### src/rtl/exc_pkg.sv
package exc_pkg;
  // Strobes from control to the register datapath
  typedef struct packed {
    logic takeExc;
    logic excIsInt;
    logic doEret;
    logic wrStatus;
    logic wrCause;
    logic wrEpc;
  } excStrobes_t;
endpackage

### src/rtl/exc_ctl.sv
module exc_ctl
  import exc_pkg::*;
#(
  parameter int IDX_W      = 5,
  parameter int STATUS_IDX = 12,
  parameter int CAUSE_IDX  = 13,
  parameter int EPC_IDX    = 14
) (
  input  logic             clk,
  input  logic             rstN,
  input  logic             boundary,
  input  logic             trapReq,
  input  logic             intReq,
  input  logic             eretReq,
  input  logic             wrEn,
  input  logic [IDX_W-1:0] regIdx,
  input  logic             ieQ,
  output excStrobes_t      st,
  output logic             redirect,
  output logic             redirectIsEret
);
  logic takeTrap, takeInt, wrOk;

  always_comb begin
    takeTrap    = boundary & trapReq;
    takeInt     = boundary & intReq & ieQ & ~trapReq;
    st.takeExc  = takeTrap | takeInt;
    st.excIsInt = takeInt;
    st.doEret   = eretReq & ~st.takeExc;
    wrOk        = wrEn & ~st.takeExc & ~eretReq;
    st.wrStatus = wrOk && (regIdx == IDX_W'(STATUS_IDX));
    st.wrCause  = wrOk && (regIdx == IDX_W'(CAUSE_IDX));
    st.wrEpc    = wrOk && (regIdx == IDX_W'(EPC_IDX));
  end

  always_ff @(posedge clk) begin
    if (!rstN) begin
      redirect       <= 1'b0;
      redirectIsEret <= 1'b0;
    end else begin
      redirect       <= st.takeExc | st.doEret;
      redirectIsEret <= st.doEret;
    end
  end
endmodule

### src/rtl/exc_regs.sv
module exc_regs
  import exc_pkg::*;
#(
  parameter int DATA_W = 32,
  parameter int CODE_W = 5
) (
  input  logic              clk,
  input  logic              rstN,
  input  excStrobes_t       st,
  input  logic [CODE_W-1:0] trapCode,
  input  logic [DATA_W-1:0] curPc,
  input  logic [DATA_W-1:0] nextPc,
  input  logic [DATA_W-1:0] wrData,
  output logic [DATA_W-1:0] statusQ,
  output logic [DATA_W-1:0] causeQ,
  output logic [DATA_W-1:0] epcQ
);
  localparam int STAT_W   = 4;
  localparam int CODE_LSB = 2;
  localparam int CODE_MSB = CODE_LSB + CODE_W - 1;
  localparam int SW_LSB   = 8;
  localparam int SW_W     = 2;
  localparam int SW_MSB   = SW_LSB + SW_W - 1;

  logic [STAT_W-1:0] statBits;
  logic [CODE_W-1:0] codeQ;
  logic [SW_W-1:0]   swQ;

  always_ff @(posedge clk) begin
    if (!rstN) begin
      statBits <= '0;
      codeQ    <= '0;
      swQ      <= '0;
      epcQ     <= '0;
    end else if (st.takeExc) begin
      statBits <= {statBits[1:0], 2'b00};
      codeQ    <= st.excIsInt ? '0 : trapCode;
      epcQ     <= st.excIsInt ? nextPc : curPc;
    end else if (st.doEret) begin
      statBits[1:0] <= statBits[3:2];
    end else begin
      if (st.wrStatus) statBits <= wrData[STAT_W-1:0];
      if (st.wrCause)  swQ      <= wrData[SW_MSB:SW_LSB];
      if (st.wrEpc)    epcQ     <= wrData;
    end
  end

  always_comb begin
    statusQ                    = '0;
    statusQ[STAT_W-1:0]        = statBits;
    causeQ                     = '0;
    causeQ[CODE_MSB:CODE_LSB]  = codeQ;
    causeQ[SW_MSB:SW_LSB]      = swQ;
  end
endmodule

### src/rtl/exc_ctrl.sv
module exc_ctrl
  import exc_pkg::*;
#(
  parameter int              DATA_W     = 32,
  parameter int              IDX_W      = 5,
  parameter int              CODE_W     = 5,
  parameter logic [31:0]     VECTOR     = 32'h8000_0080,
  parameter int              STATUS_IDX = 12,
  parameter int              CAUSE_IDX  = 13,
  parameter int              EPC_IDX    = 14
) (
  input  logic              clk,
  input  logic              rstN,
  input  logic              boundary,
  input  logic [DATA_W-1:0] curPc,
  input  logic [DATA_W-1:0] nextPc,
  input  logic              trapReq,
  input  logic [CODE_W-1:0] trapCode,
  input  logic              intReq,
  input  logic              eretReq,
  input  logic              wrEn,
  input  logic [IDX_W-1:0]  regIdx,
  input  logic [DATA_W-1:0] wrData,
  output logic [DATA_W-1:0] rdData,
  output logic              redirect,
  output logic [DATA_W-1:0] redirectPc
);
  excStrobes_t       st;
  logic              redirectIsEret;
  logic [DATA_W-1:0] statusQ, causeQ, epcQ;

  exc_ctl #(
    .IDX_W(IDX_W), .STATUS_IDX(STATUS_IDX), .CAUSE_IDX(CAUSE_IDX), .EPC_IDX(EPC_IDX)
  ) uCtl (
    .clk(clk), .rstN(rstN), .boundary(boundary), .trapReq(trapReq),
    .intReq(intReq), .eretReq(eretReq), .wrEn(wrEn), .regIdx(regIdx),
    .ieQ(statusQ[0]), .st(st), .redirect(redirect), .redirectIsEret(redirectIsEret)
  );

  exc_regs #(.DATA_W(DATA_W), .CODE_W(CODE_W)) uRegs (
    .clk(clk), .rstN(rstN), .st(st), .trapCode(trapCode), .curPc(curPc),
    .nextPc(nextPc), .wrData(wrData), .statusQ(statusQ), .causeQ(causeQ), .epcQ(epcQ)
  );

  always_comb begin
    redirectPc = redirectIsEret ? epcQ : DATA_W'(VECTOR);
    if (regIdx == IDX_W'(STATUS_IDX))     rdData = statusQ;
    else if (regIdx == IDX_W'(CAUSE_IDX)) rdData = causeQ;
    else if (regIdx == IDX_W'(EPC_IDX))   rdData = epcQ;
    else                                  rdData = '0;
  end
endmodule

### config.mk
export PLATFORM = sky130hd
export DESIGN_NAME = exc_ctrl
export DESIGN_NICKNAME = d
export VERILOG_FILES = /design/src/rtl/exc_pkg.sv /design/src/rtl/exc_ctl.sv /design/src/rtl/exc_regs.sv /design/src/rtl/exc_ctrl.sv
export SDC_FILE = /design/constraint.sdc
export NUM_CORES = 1
export LEC_CHECK = 0
export ABC_AREA = 1
export BUFFER_PORTS_ARGS = -buffer_cell sky130_fd_sc_hd__clkbuf_2
export CORE_MARGIN = 2
export CORE_UTILIZATION = 33
export DETAILED_ROUTE_END_ITERATION = 10
export PLACE_DENSITY_LB_ADDON = 0.12
export SLEW_MARGIN = 15
export SYNTH_ARGS = -nofsm -noshare
export SYNTH_HDL_FRONTEND = slang
export SYNTH_SLANG_ARGS = --single-unit
### constraint.sdc
create_clock -name clk -period 3.7 [get_ports clk]
set_clock_uncertainty 0.2 [all_clocks]
set_input_delay 0.555 -clock clk [delete_from_list [all_inputs] [get_ports clk]]
set_output_delay 0.555 -clock clk [all_outputs]
set_load 0.01 [all_outputs]
Yosys cells after proc, flatten, opt, wreduce, memory -nomap -nowiden
Index checks and enable logic that the tools add are counted.
{"block": "totals", "ff_bits": 45, "input_bits": 113, "output_inout_bits": 65, "word_cells": 48}
{"block": "op_classes", "eq_ne": 4, "mux": 13, "bitwise_logic": 14, "reduce_logical": 10}
{"op": "2-to-1 mux 32 bit", "n": 8}
{"op": "equality test 5 x 4 -> 1 bit (second input constant)", "n": 3}
{"op": "2-to-1 mux 4 bit", "n": 2}
{"op": "bitwise AND 1 bit", "n": 7}
{"op": "nonzero test 2 bit", "n": 3}
{"op": "2-to-1 mux 5 bit", "n": 1}
{"op": "NOT 1 bit", "n": 5}
{"op": "2-to-1 mux 2 bit", "n": 2}
{"op": "AND reduction 2 bit", "n": 2}
{"op": "logical AND 1 bit", "n": 3}
{"op": "AND reduction 3 bit", "n": 1}
{"op": "!= test 2 x 1 -> 1 bit (second input constant)", "n": 1}
{"op": "bitwise OR 1 bit", "n": 2}
{"op": "OR reduction 2 bit", "n": 1}

Longest topological paths before layout
Gate-level depths: netlist of the first run.
{"block": "depth", "ltp_word": 11, "ltp_mapped": 9, "mapped_depth_nobuf": 8}

Modules after synthesis
A second synthesis of the first run with hierarchy kept.
{"block": "unflattened", "cells_unflattened": 754, "area_unflattened_um2": 4494.3}
{"module": "exc_regs", "n_inst": 1, "cells_per_inst": 504, "area_each_um2": 3193.1, "seq_area_each_um2": 860.8}
{"module": "exc_ctrl", "n_inst": 1, "cells_per_inst": 220, "area_each_um2": 1121.1, "seq_area_each_um2": 0.0}
{"module": "exc_ctl", "n_inst": 1, "cells_per_inst": 30, "area_each_um2": 180.2, "seq_area_each_um2": 40.0}

Least setup slack after synthesis of the first run
No wires, ideal clock.
{"block": "synth_path", "path_kind": "input -> output", "from": "input port regIdx[0]", "to": "output port rdData[0]", "t_arrival_ps": 1289, "required_time_ps": 2945, "slack_ps": 1656, "path_stages": 4, "n_path_buf": 1, "path_cell_list": "nor2_1 > nand2_1 > clkbuf_1 > o21ai_0"}
{"block": "synth_via", "elab_chain_len": 4, "elab_cells_between_ends": 6, "classes_between": "eq/ne (3); mux (3)"}
{"item": "start, declared", "line_no": "exc_ctrl.sv:22", "source": "input logic [IDX_W-1:0] regIdx,"}
{"item": "equality test 5 x 4 -> 1 bit", "line_no": "exc_ctrl.sv:49", "source": "else if (regIdx == IDX_W'(EPC_IDX)) rdData = epcQ;"}
{"item": "2-to-1 mux 32 bit", "line_no": "exc_ctrl.sv:49"}
{"item": "2-to-1 mux 32 bit", "line_no": "exc_ctrl.sv:48", "source": "else if (regIdx == IDX_W'(CAUSE_IDX)) rdData = causeQ;"}
{"item": "2-to-1 mux 32 bit (*)", "line_no": "exc_ctrl.sv:47", "source": "if (regIdx == IDX_W'(STATUS_IDX)) rdData = statusQ;"}
{"item": "end, declared", "line_no": "exc_ctrl.sv:24", "source": "output logic [DATA_W-1:0] rdData,"}
Mark *: on every way between the ends. The rest lies on a longest branch, timed or not.

Final worst setup path of the first run
{"block": "layout_path", "from": "register uCtl.redirectIsEret", "to": "output port redirectPc[28]"}
{"block": "layout_via", "elab_chain_len": 1}
{"item": "start, declared", "line_no": "exc_ctl.sv:20", "source": "output logic redirectIsEret"}
{"item": "start signal, assigned", "line_no": "exc_ctl.sv:42", "source": "redirectIsEret <= st.doEret;"}
{"item": "2-to-1 mux 32 bit", "line_no": "exc_ctrl.sv:46", "source": "redirectPc = redirectIsEret ? epcQ : DATA_W'(VECTOR);"}
{"item": "end, declared", "line_no": "exc_ctrl.sv:26", "source": "output logic [DATA_W-1:0] redirectPc"}
Every way passes these cells.

==> out/qor.tcl, run 1 <==
set qor(outcome) {completed}
set qor(register_bit_count_reported_by_yosys) 45
set qor(design.die.area_um2) 11390
set qor(total_power_w) 0.001149
set qor(synth.mux.area_fraction_pct) 0
set qor(r2r_path_end) {uRegs.epcQ[0]}
set qor(critPathCapture) {redirectPc[28]}
set qor(cell_leakage_power_nw) 3.280
set qor(finalSetupViolCount) 0
set qor(r2r_start) {uRegs.statBits[0]}
set qor(postSynthCellCount) 679
set qor(min_period_ps) 2530
set qor(power.share.switching_pct) 32.23
set qor(critPathLaunchType) {flip-flop}
set qor(grt_first_pass_wirelength_um) 18400
set qor(total_drc_errors_in_the_routed_layout) 0
set qor(post-cts-setup-buffers) 0
set qor(cap_violations) 0
set qor(placement.io_buffers) 177
set qor(worstSetupStartpoint) {uCtl.redirectIsEret}
set qor(layout_commonest_cell) {nand2_1}
set qor(final_layout_size_suffix_gt1_share_pct) 23.42
set qor(grt.busiest_layer) {met2}
set qor(grt-ovfl-total) 0
set qor(n_fill_cell) 1182
set qor(insertion_delay_ps) 300
set qor(grt_antenna_before_repair) 0
set qor(synth.top_cell.area_share_pct) 25.87
set qor(synth_simple_gate_area_share_pct) 45.17
set qor(reg2reg_slack_ps) 1530
set qor(synthDominantAreaCellType) {dfxtp_1}
set qor(min_path_type) {input pin to flip-flop}
set qor(core_area_um2) 10280
set qor(cts-resized-gates) 0
set qor(viasPerCell) 4.396
set qor(synth.avg_cell_area_um2) 5.128
set qor(fin_crit_sh_pct) 68.38
set qor(finalHoldViolations) 0
set qor(place.gp.congestion) 0.8240
set qor(critPathCaptureType) {output pin}
set qor(rsz0062_at_grt) {no}
set qor(cts-hold-fix-buffers) 0
set qor(clock-root-buffer) {clkbuf_8}
set qor(hpwlAfterDp_um) 8677
set qor(standard_cell_row_count) 37
set qor(final-max-slew-violation-count) 0
set qor(power_per_cell_area_nw_per_um2) 251.7
set qor(cp_max_fo) 19
set qor(post_synth_main_area_contributors) {dfxtp_1 (26%), nand2_1 (25%), inv_1 (21%), nand3_1 (15%), nor2_1 (4.7%)}
set qor(cts.sinks) 45
set qor(grt_pass1_vias) 3961
set qor(area.growth.synth_to_final_pct) 31.08
set qor(floorplan.initialDensity_pct) 33.88
set qor(syn-cell-area_um2) 3482
set qor(max_freq_ghz) 0.3953
set qor(synth-warning-count) 0
set qor(cts_tree) {done}
set qor(max_slew_headroom_pct) 41.81
set qor(layout_common_cells) {nand2_1 (229), inv_1 (199), clkbuf_2 (177)}
set qor(critPathKind) {flip-flop to output pin}
set qor(n_antenna_cell) 0
set qor(p_int_w) 0.0007786
set qor(ctsHtreeMaxLevel) 2
set qor(drt_wl_total_um) 11550
set qor(first_pass_iters) 5
set qor(required_ps) 2940
set qor(worst-endpoint-arrival_ps) 1770
set qor(postRouteAntennaNets) 0
set qor(number_of_drc_violations_after_detailed_routing_iteration_0) 229
set qor(post_synth_num_cell_types) 15
set qor(globalRouteTotalUtil_pct) 19.93
set qor(cts.path.max_buffers) 2
set qor(pwr-share-comb_pct) 26.6
set qor(post_synth_fa_ha_maj_area_fraction_pct) 0
set qor(switching_power_w) 0.0003702
set qor(numnets_final) 953
set qor(clk_pin_slew_worst_paths_ps) 90
set qor(global_route.usage.met3_pct) 3.161
set qor(reg2regPathDepth) 7
set qor(synth-compound-area-share_pct) 3.234
set qor(clock_power_share_pct) 26.3
set qor(fin_tns_setup_ps) 0
set qor(cts_inserted_buffers) 5
set qor(p_seq_share_pct) 47.1
set qor(grt_util_met1_pct) 25.47
set qor(synth_sequential_area_ratio_pct) 25.87
set qor(yosys.area_share.xor_xnor_pct) 0
set qor(synth_top_family_by_area) {simple AND/OR/NAND/NOR gates}
set qor(use_met2_pct) 35.26
set qor(ir_drop_mv) 0.1283
set qor(die_h_um) 106.7
set qor(synth.net_count) 792
set qor(die_w_um) 106.7
set qor(maximum_number_of_pins_on_one_net_before_global_route_repair) 43
set qor(design.portCount) 178
set qor(vias) 4295
set qor(routedWlPerCell_um) 11.82
set qor(worst_slew_pin_slew_ps) 872.8
-- stage by stage --
stage | hold WS [ps] | instance area, um^2 | cells | utilization (%) | setup slack [ps]
floorplan | 228.6 | 3482 | 679 | - | 1656
global placement | 252.7 | 4482 | 969 | 43.61 | 1257
detailed placement | 252.5 | 4482 | 969 | 43.61 | 1244
CTS | 265.0 | 4564 | 977 | 44.41 | 1093
global route | 281.0 | 4564 | 977 | 44.41 | 1027
finish | 269.2 | 4564 | 977 | 44.41 | 1170
-- per-layer routing --
metal | share of wire [%] | wire length, um
met4 | 0.87 | 100
met1 | 46 | 5268
met3 | 5.8 | 668
met2 | 48 | 5508
met5 | 0 | 0
-- power groups by stage --
| stage | combinational, W | clock, W | sequential, W |
|---|---|---|---|
| after floorplan | 0.000193 | 0 | 0.000544 |
| after global placement | 0.000303 | 0 | 0.000551 |
| after detailed placement | 0.000307 | 0 | 0.000552 |
| after CTS | 0.000309 | 0.000319 | 0.000541 |
| after global routing | 0.000353 | 0.000338 | 0.000545 |
| final | 0.000306 | 0.000302 | 0.000541 |
-- cell families (layout without fill, tap and decap cells) --
kind of cell | Yosys count | in the layout
simple gates | 381 | 381
buf+inv | 232 | 394
flops | 45 | 45
compound gates | 21 | 21
-- area by class of cell --
class                           instances  area, um^2  share of cell area (%)
Clock buffer                            6       72.57                   1.590
Clock inverter                          2       10.01                  0.2193
Inverter                              199       747.0                   16.37
Multi-Input combinational cell        402        1690                   37.03
Sequential cell                        45       900.9                   19.74
Tap cell                              136       170.2                   3.728
Timing Repair Buffer                  187       973.4                   21.33
-- flip-flops by register name, summed over array words and instances, names as in the netlist --
signal and cells:
uRegs.epcQ 32, uCtl.redirectIsEret 1, uRegs.swQ 2, uCtl.redirect 1, uRegs.codeQ 5, uRegs.statBits 4
-- worst min path at each step --
stage	start	to	slack, ps	cells past startpoint
floorplan	uRegs.codeQ[0]	uRegs.codeQ[0]	230	2
global placement	uRegs.codeQ[1]	uRegs.codeQ[1]	250	2
detailed placement	uRegs.codeQ[1]	uRegs.codeQ[1]	250	2
CTS	trapCode[1]	uRegs.codeQ[1]	270	3
global route	trapCode[1]	uRegs.codeQ[1]	280	3
finish	trapCode[1]	uRegs.codeQ[1]	270	3
-- cells in the mapped netlist --
| library cell | instances |
|---|---|
| nand2_1 | 230 |
| inv_1 | 199 |
| nand3_1 | 103 |
| dfxtp_1 | 45 |
| nor2_1 | 44 |
| buf_2 | 17 |
| clkbuf_1 | 13 |
| o21ai_0 | 11 |
| o22ai_1 | 6 |
| nand4_1 | 3 |
| a21oi_1 | 2 |
| buf_1 | 2 |
| o21ai_1 | 2 |
| buf_4 | 1 |
| nand3_2 | 1 |
-- worst max-delay path, cell delays in order (launching register included) --
cell and delay [ps]:
dfxtp_1 860, buf_4 350, nand2_1 70, inv_1 70, clkbuf_2 130
Note: power is estimated with default switching activity, not from simulation.
==> run 2: changes to the inputs <==
- clock period: 3.7 -> 2 ns (I/O delays scaled with it)
==> run 2 against run 1 <==
- clock power rose by 110%
- total power is 93% higher
- cell area increased by 2.7%
- flip-flop and latch count did not move
- count of clock-buffer cells in the layout up 1
- final cell count grew 0.72%
- critical path depth is 2 higher
==> out/qor.tcl, run 2 (synthesized netlist as in run 1, its figures left out) <==
set qor(cts.sinks) 45 ;# unchanged
set qor(placement.io_buffers) 177 ;# unchanged
set qor(max_freq_ghz) 0.5576
set qor(final-max-slew-violation-count) 0 ;# unchanged
set qor(rsz0062_at_grt) {no} ;# unchanged
set qor(max_slew_headroom_pct) 69.55 ;# was 41.81%
set qor(standard_cell_row_count) 37 ;# unchanged
set qor(cts-hold-fix-buffers) 0 ;# unchanged
set qor(design.portCount) 178 ;# unchanged
set qor(timing.critical_path.mode_cell) {clkbuf_2}
set qor(min_path_type) {input pin to flip-flop} ;# unchanged
set qor(area.growth.synth_to_final_pct) 34.57 ;# was 31.08%
set qor(fin_crit_sh_pct) 89.67
set qor(grt_first_pass_wirelength_um) 18510 ;# was 18400 um
set qor(required_ps) 1500 ;# was 2940 ps
set qor(numnets_final) 960 ;# was 953
set qor(post-cts-setup-buffers) 0 ;# unchanged
set qor(cell_leakage_power_nw) 3.342 ;# was 3.280 nW
set qor(insertion_delay_ps) 300 ;# about the same
set qor(number_of_drc_violations_after_detailed_routing_iteration_0) 260 ;# was 229
set qor(fin_tns_setup_ps) 0 ;# unchanged
set qor(postRouteAntennaNets) 0 ;# unchanged
set qor(cts_tree) {done} ;# unchanged
set qor(layout_common_cells) {nand2_1 (229), inv_1 (199), clkbuf_2 (177)} ;# unchanged
set qor(cts-resized-gates) 0 ;# unchanged
set qor(die_h_um) 106.7 ;# unchanged
set qor(timing.critical_path.max_delay_family) {buffers and inverters} ;# was flip-flops
set qor(clock-root-buffer) {clkbuf_8} ;# unchanged
set qor(floorplan.initialDensity_pct) 33.88 ;# unchanged
set qor(critPathCaptureType) {output pin} ;# unchanged
set qor(worst-endpoint-arrival_ps) 1290 ;# was 1770 ps
set qor(finalSetupViolCount) 0 ;# unchanged
set qor(ir_drop_mv) 0.2447 ;# was 0.1283 mV
set qor(viasPerCell) 4.357 ;# was 4.396
set qor(vias) 4287 ;# was 4295
set qor(finalHoldViolations) 0 ;# unchanged
set qor(final_cell_area_um2) 4686 ;# was 4564 um^2
set qor(grt_pass1_vias) 4026 ;# was 3961
set qor(final_layout_size_suffix_gt1_share_pct) 24.17 ;# was 23.42%
set qor(cp_slowest_cell) {o21ai_0} ;# was dfxtp_1
set qor(maximum_number_of_pins_on_one_net_before_global_route_repair) 32 ;# was 43
set qor(worst_slew_pin_slew_ps) 456.7 ;# was 872.8 ps
set qor(grt_antenna_before_repair) 0 ;# unchanged
set qor(layout_commonest_cell) {nand2_1} ;# unchanged
set qor(core_area_um2) 10280 ;# unchanged
set qor(grt-ovfl-total) 0 ;# unchanged
set qor(outcome) {completed} ;# unchanged
set qor(cts.path.max_buffers) 2 ;# unchanged
set qor(placed_cell_area_um2) 4584 ;# was 4482 um^2
set qor(drt_wl_total_um) 11330 ;# was 11550 um
set qor(clk_pin_slew_worst_paths_ps) 90 ;# about the same
set qor(crit_path_max_incr_delay_ps) 240 ;# was 860 ps
set qor(biggestRegsByFlops) {uRegs.epcQ x32, uRegs.codeQ x5, uRegs.statBits x4} ;# unchanged
set qor(design.die.area_um2) 11390 ;# unchanged
set qor(cp_max_fo) 31 ;# was 19
set qor(routedWlPerCell_um) 11.51 ;# was 11.82 um
set qor(n_antenna_cell) 0 ;# unchanged
set qor(utilization_pct) 45.59 ;# was 44.41%
set qor(first_pass_iters) 4 ;# was 5
set qor(die_w_um) 106.7 ;# unchanged
set qor(critPathLaunchType) {input pin} ;# was flip-flop
set qor(critical_path_buf_inv_count) 3 ;# unchanged
set qor(place.gp.congestion) 0.8526 ;# was 0.8240
set qor(globalRouteTotalUtil_pct) 19.89 ;# was 19.93%
set qor(post_layout_nonfiller_instances) 984 ;# was 977
set qor(ctsHtreeMaxLevel) 2 ;# unchanged
set qor(total_drc_errors_in_the_routed_layout) 0 ;# unchanged
set qor(critPathKind) {input pin to output pin} ;# was flip-flop to output pin
set qor(cts_inserted_buffers) 5 ;# unchanged
set qor(min_period_ps) 1793
set qor(max_flop_register) {uRegs.epcQ} ;# unchanged
set qor(largest_register_ff_count) 32 ;# unchanged
set qor(cap_violations) 0 ;# unchanged
set qor(dp_cells) 976 ;# was 969
set qor(hold-worst-slack_ps) 16.65 ;# was 269.2 ps
set qor(power_per_cell_area_nw_per_um2) 473.8 ;# was 251.7 nW/um^2
set qor(critical_path_cell_by_cell) {clkbuf_2 > nor2_1 > nand2_1 > buf_12 > o21ai_0 > clkbuf_2} ;# was buf_4 > nand2_1 > inv_1 > clkbuf_2
set qor(hpwlAfterDp_um) 8696 ;# was 8677 um
run 2: area by class of cell:
class / count / area, um^2
clock buffer: 7 / 96.34
timing repair buffer: 194 / 1076
clock inverter: 1 / 5.005
multi-input combinational: 402 / 1690
tap: 136 / 170.2
sequential: 45 / 900.9
fill: 1173 / 5592
inverter: 199 / 747.0
run 2: power breakdown:
group / internal (W) / leakage [nW] / switching (W) / total (W)
logic: 0.000254 / 2.92 / 0.000334 / 0.000589
clock network: 0.000313 / 0.0542 / 0.000326 / 0.000639
registers: 0.000959 / 0.371 / 0.0000325 / 0.000992
run 2: path summary, 6_finish.rpt:
kind                                         from        endpoint  slack (ps)  depth (start not counted)
worst max-delay path                    regIdx[0]       rdData[9]         210                          6
worst min-delay path                  trapCode[0]  uRegs.codeQ[0]          20                          3
worst max register to register  uRegs.statBits[0]  uRegs.epcQ[17]         280                          8
worst min register to register     uRegs.codeQ[1]  uRegs.codeQ[1]         270                          2
run 2: metrics by stage:
stage          power (W)  setup slack [ps]
2_1_floorplan   0.001363             465.9
3_3_place_gp    0.001598             235.2
3_5_place_dp    0.001606             198.3
4_1_cts         0.002249             197.7
5_1_grt         0.002379             74.79
6_report        0.002220             206.5
run 2: routing by layer:
layer	vias up	wire length (um)	global-route usage (%)
li1	2280	-	-
met1	1853	4982	25.08
met2	144	5365	35.08
met3	10	803	2.675
met4	0	175	6.122
met5	-	0	0
run 2: worst min-delay path, delay by kind of cell:
kind                   cells  cell delay (ps)
and+or+nand+nor            1               40
buffers and inverters      1               80
AOI/OAI and AO/OA          1               50
==> run 3: changes to the inputs <==
- BUFFER_PORTS_ARGS: -buffer_cell sky130_fd_sc_hd__clkbuf_2 -> -buffer_cell sky130_fd_sc_hd__buf_2
- REMOVE_ABC_BUFFERS: unset -> 1
==> run 3 against run 2 <==
- register-to-register slack lost 30 ps
- wire length rose by 2.1%
- flip-flop and latch count stayed put
- setup slack improved by 32 ps
- sequential power about the same
- count of clock-buffer cells in the layout shrank 1
- critical path depth is the same
- fmax is 1.8% higher
==> out/qor.tcl, run 3 (synthesized netlist as in run 1, its figures left out) <==
set qor(number_of_drc_violations_after_detailed_routing_iteration_0) 210 ;# was 260
set qor(final_layout_size_suffix_gt1_share_pct) 24.15 ;# was 24.17%
set qor(critPathLaunchType) {input pin} ;# unchanged
set qor(clk_pin_slew_worst_paths_ps) 90 ;# about the same
set qor(grt_first_pass_wirelength_um) 18860 ;# was 18510 um
set qor(timing.critical_path.max_delay_family) {buffers and inverters} ;# unchanged
set qor(post_layout_nonfiller_instances) 986 ;# was 984
set qor(finalHoldViolations) 0 ;# unchanged
set qor(max_flop_register) {uRegs.epcQ} ;# unchanged
set qor(place.gp.congestion) 0.8213 ;# was 0.8526
set qor(hold_depth) 3 ;# unchanged
set qor(min_period_ps) 1762 ;# was 1793 ps
set qor(grt_antenna_before_repair) 1 ;# was 0
set qor(die_h_um) 106.7 ;# unchanged
set qor(power_per_cell_area_nw_per_um2) 461.9 ;# was 473.8 nW/um^2
set qor(grt-ovfl-total) 0 ;# unchanged
set qor(rsz0062_at_grt) {no} ;# unchanged
set qor(grt_pass1_vias) 4159 ;# was 4026
set qor(crit_path_max_incr_delay_ps) 220 ;# was 240 ps
set qor(globalRouteTotalUtil_pct) 20.25 ;# was 19.89%
set qor(biggestRegsByFlops) {uRegs.epcQ x32, uRegs.codeQ x5, uRegs.statBits x4} ;# unchanged
set qor(numnets_final) 961 ;# was 960
set qor(min_path_type) {input pin to flip-flop} ;# unchanged
set qor(first_pass_iters) 4 ;# unchanged
set qor(cp_max_fo) 13 ;# was 31
set qor(max_freq_ghz) 0.5676 ;# was 0.5576 GHz
set qor(worst_slew_pin_slew_ps) 431.5 ;# was 456.7 ps
set qor(largest_register_ff_count) 32 ;# unchanged
set qor(hold-worst-slack_ps) 56.59 ;# was 16.65 ps
set qor(maximum_number_of_pins_on_one_net_before_global_route_repair) 35 ;# was 32
set qor(cp_slowest_cell) {o21ai_0} ;# unchanged
set qor(critical_path_cell_by_cell) {buf_2 > nor2_1 > nand2_1 > buf_4 > o21ai_0 > buf_2} ;# was clkbuf_2 > nor2_1 > nand2_1 > buf_12 > o21ai_0 > clkbuf_2
set qor(cts_tree) {done} ;# unchanged
set qor(vias) 4357 ;# was 4287
set qor(routedWlPerCell_um) 11.73 ;# was 11.51 um
set qor(layout_common_cells) {nand2_1 (229), inv_1 (199), buf_2 (177)} ;# was nand2_1 (229), inv_1 (199), clkbuf_2 (177)
set qor(cell_leakage_power_nw) 3.354 ;# was 3.342 nW
set qor(critical_path_buf_inv_count) 3 ;# unchanged
set qor(cts.sinks) 45 ;# unchanged
set qor(layout_commonest_cell) {nand2_1} ;# unchanged
set qor(design.portCount) 178 ;# unchanged
set qor(cts-resized-gates) 0 ;# unchanged
set qor(drt_wl_total_um) 11560 ;# was 11330 um
set qor(worst-endpoint-arrival_ps) 1260 ;# was 1290 ps
set qor(ir_drop_mv) 0.2106 ;# was 0.2447 mV
set qor(insertion_delay_ps) 300 ;# about the same
set qor(die_w_um) 106.7 ;# unchanged
set qor(post-cts-setup-buffers) 0 ;# unchanged
set qor(viasPerCell) 4.419 ;# was 4.357
set qor(ctsHtreeMaxLevel) 2 ;# unchanged
set qor(cts-hold-fix-buffers) 0 ;# unchanged
set qor(floorplan.initialDensity_pct) 33.88 ;# unchanged
set qor(standard_cell_row_count) 37 ;# unchanged
set qor(required_ps) 1500 ;# about the same
set qor(cts_inserted_buffers) 5 ;# unchanged
set qor(max_slew_headroom_pct) 70.93 ;# was 69.55%
set qor(postRouteAntennaNets) 0 ;# unchanged
set qor(design.die.area_um2) 11390 ;# unchanged
set qor(critPathCaptureType) {output pin} ;# unchanged
set qor(dp_cells) 977 ;# was 976
set qor(hpwlAfterDp_um) 8864 ;# was 8696 um
set qor(area.growth.synth_to_final_pct) 33.24 ;# was 34.57%
set qor(reg2regPathDepth) 8 ;# unchanged
set qor(cap_violations) 0 ;# unchanged
set qor(cts.path.max_buffers) 2 ;# unchanged
set qor(finalSetupViolCount) 0 ;# unchanged
set qor(clock-root-buffer) {clkbuf_8} ;# unchanged
set qor(final-max-slew-violation-count) 0 ;# unchanged
set qor(total_drc_errors_in_the_routed_layout) 0 ;# unchanged
set qor(core_area_um2) 10280 ;# unchanged
set qor(placement.io_buffers) 177 ;# unchanged
set qor(critPathKind) {input pin to output pin} ;# unchanged
set qor(outcome) {completed} ;# unchanged
set qor(fin_crit_sh_pct) 88.09 ;# was 89.67%
set qor(worst-path-stages) 6 ;# unchanged
set qor(timing.critical_path.mode_cell) {buf_2} ;# was clkbuf_2
run 3: cell count changes in the layout (fill, tap and decap cells not counted):
cell / change
buf_12: -3
buf_2: +177
diode_2: +1
clkbuf_2: -177
clkinv_2: +1
clkbuf_8: -2
clkbuf_1: +1
buf_4: +4
run 3: worst paths after layout:
| path | end | from | slack (ps) |
|---|---|---|---|
| worst min register to register | uRegs.codeQ[2] | uRegs.codeQ[2] | 280 |
| worst min-delay path | uRegs.swQ[1] | wrData[9] | 60 |
| worst max-delay path | rdData[1] | regIdx[0] | 240 |
| worst max register to register | uRegs.epcQ[27] | uRegs.statBits[0] | 250 |
run 3: tightest hold or removal path, cell delays in order:
cell	delay [ps]
buf_2	90
nor2_1	40
nor2_1	90
run 3: final cells by class:
cell class	instances	area, um^2
Clock buffer	6	72.57
Timing Repair Buffer	195	1046
Tap cell	136	170.2
Fill cell	1188	5638
Clock inverter	2	10.01
Sequential cell	45	900.9
Multi-Input combinational cell	402	1690
Antenna cell	1	2.502
Inverter	199	747.0
run 3: power by group:
group          switching [W]  total [W]  internal [W]
clock               0.000321   0.000564      0.000243
sequential         0.0000326   0.000992      0.000959
combinational       0.000337   0.000586      0.000250
total               0.000690    0.00214       0.00145
run 3: through the flow:
step | TNS [ps] | instance area [um^2] | utilization [%] | power [W] | worst slack (ps)
3_3_place_gp | 0 | 4554 | 44.31 | 0.001589 | 230.2
5_1_grt | 0 | 4637 | 45.12 | 0.002289 | 90.24
4_1_cts | 0 | 4637 | 45.12 | 0.002170 | 238.0
3_5_place_dp | 0 | 4554 | 44.31 | 0.001602 | 236.7
2_1_floorplan | -31400 | 3333 | - | 0.001338 | -951.1
6_report | 0 | 4639 | 45.14 | 0.002143 | 238.3
run 3: layer usage:
metal | global-route usage [%] | routed length [um] | share of wire, % | vias to the layer above
met1 | 26.16 | 5192 | 45 | 1911
li1 | - | - | - | 2286
met5 | 0 | 0 | 0 | -
met3 | 3.526 | 837 | 7.2 | 11
met4 | 4.545 | 133 | 1.2 | 0
met2 | 35.21 | 5399 | 47 | 149
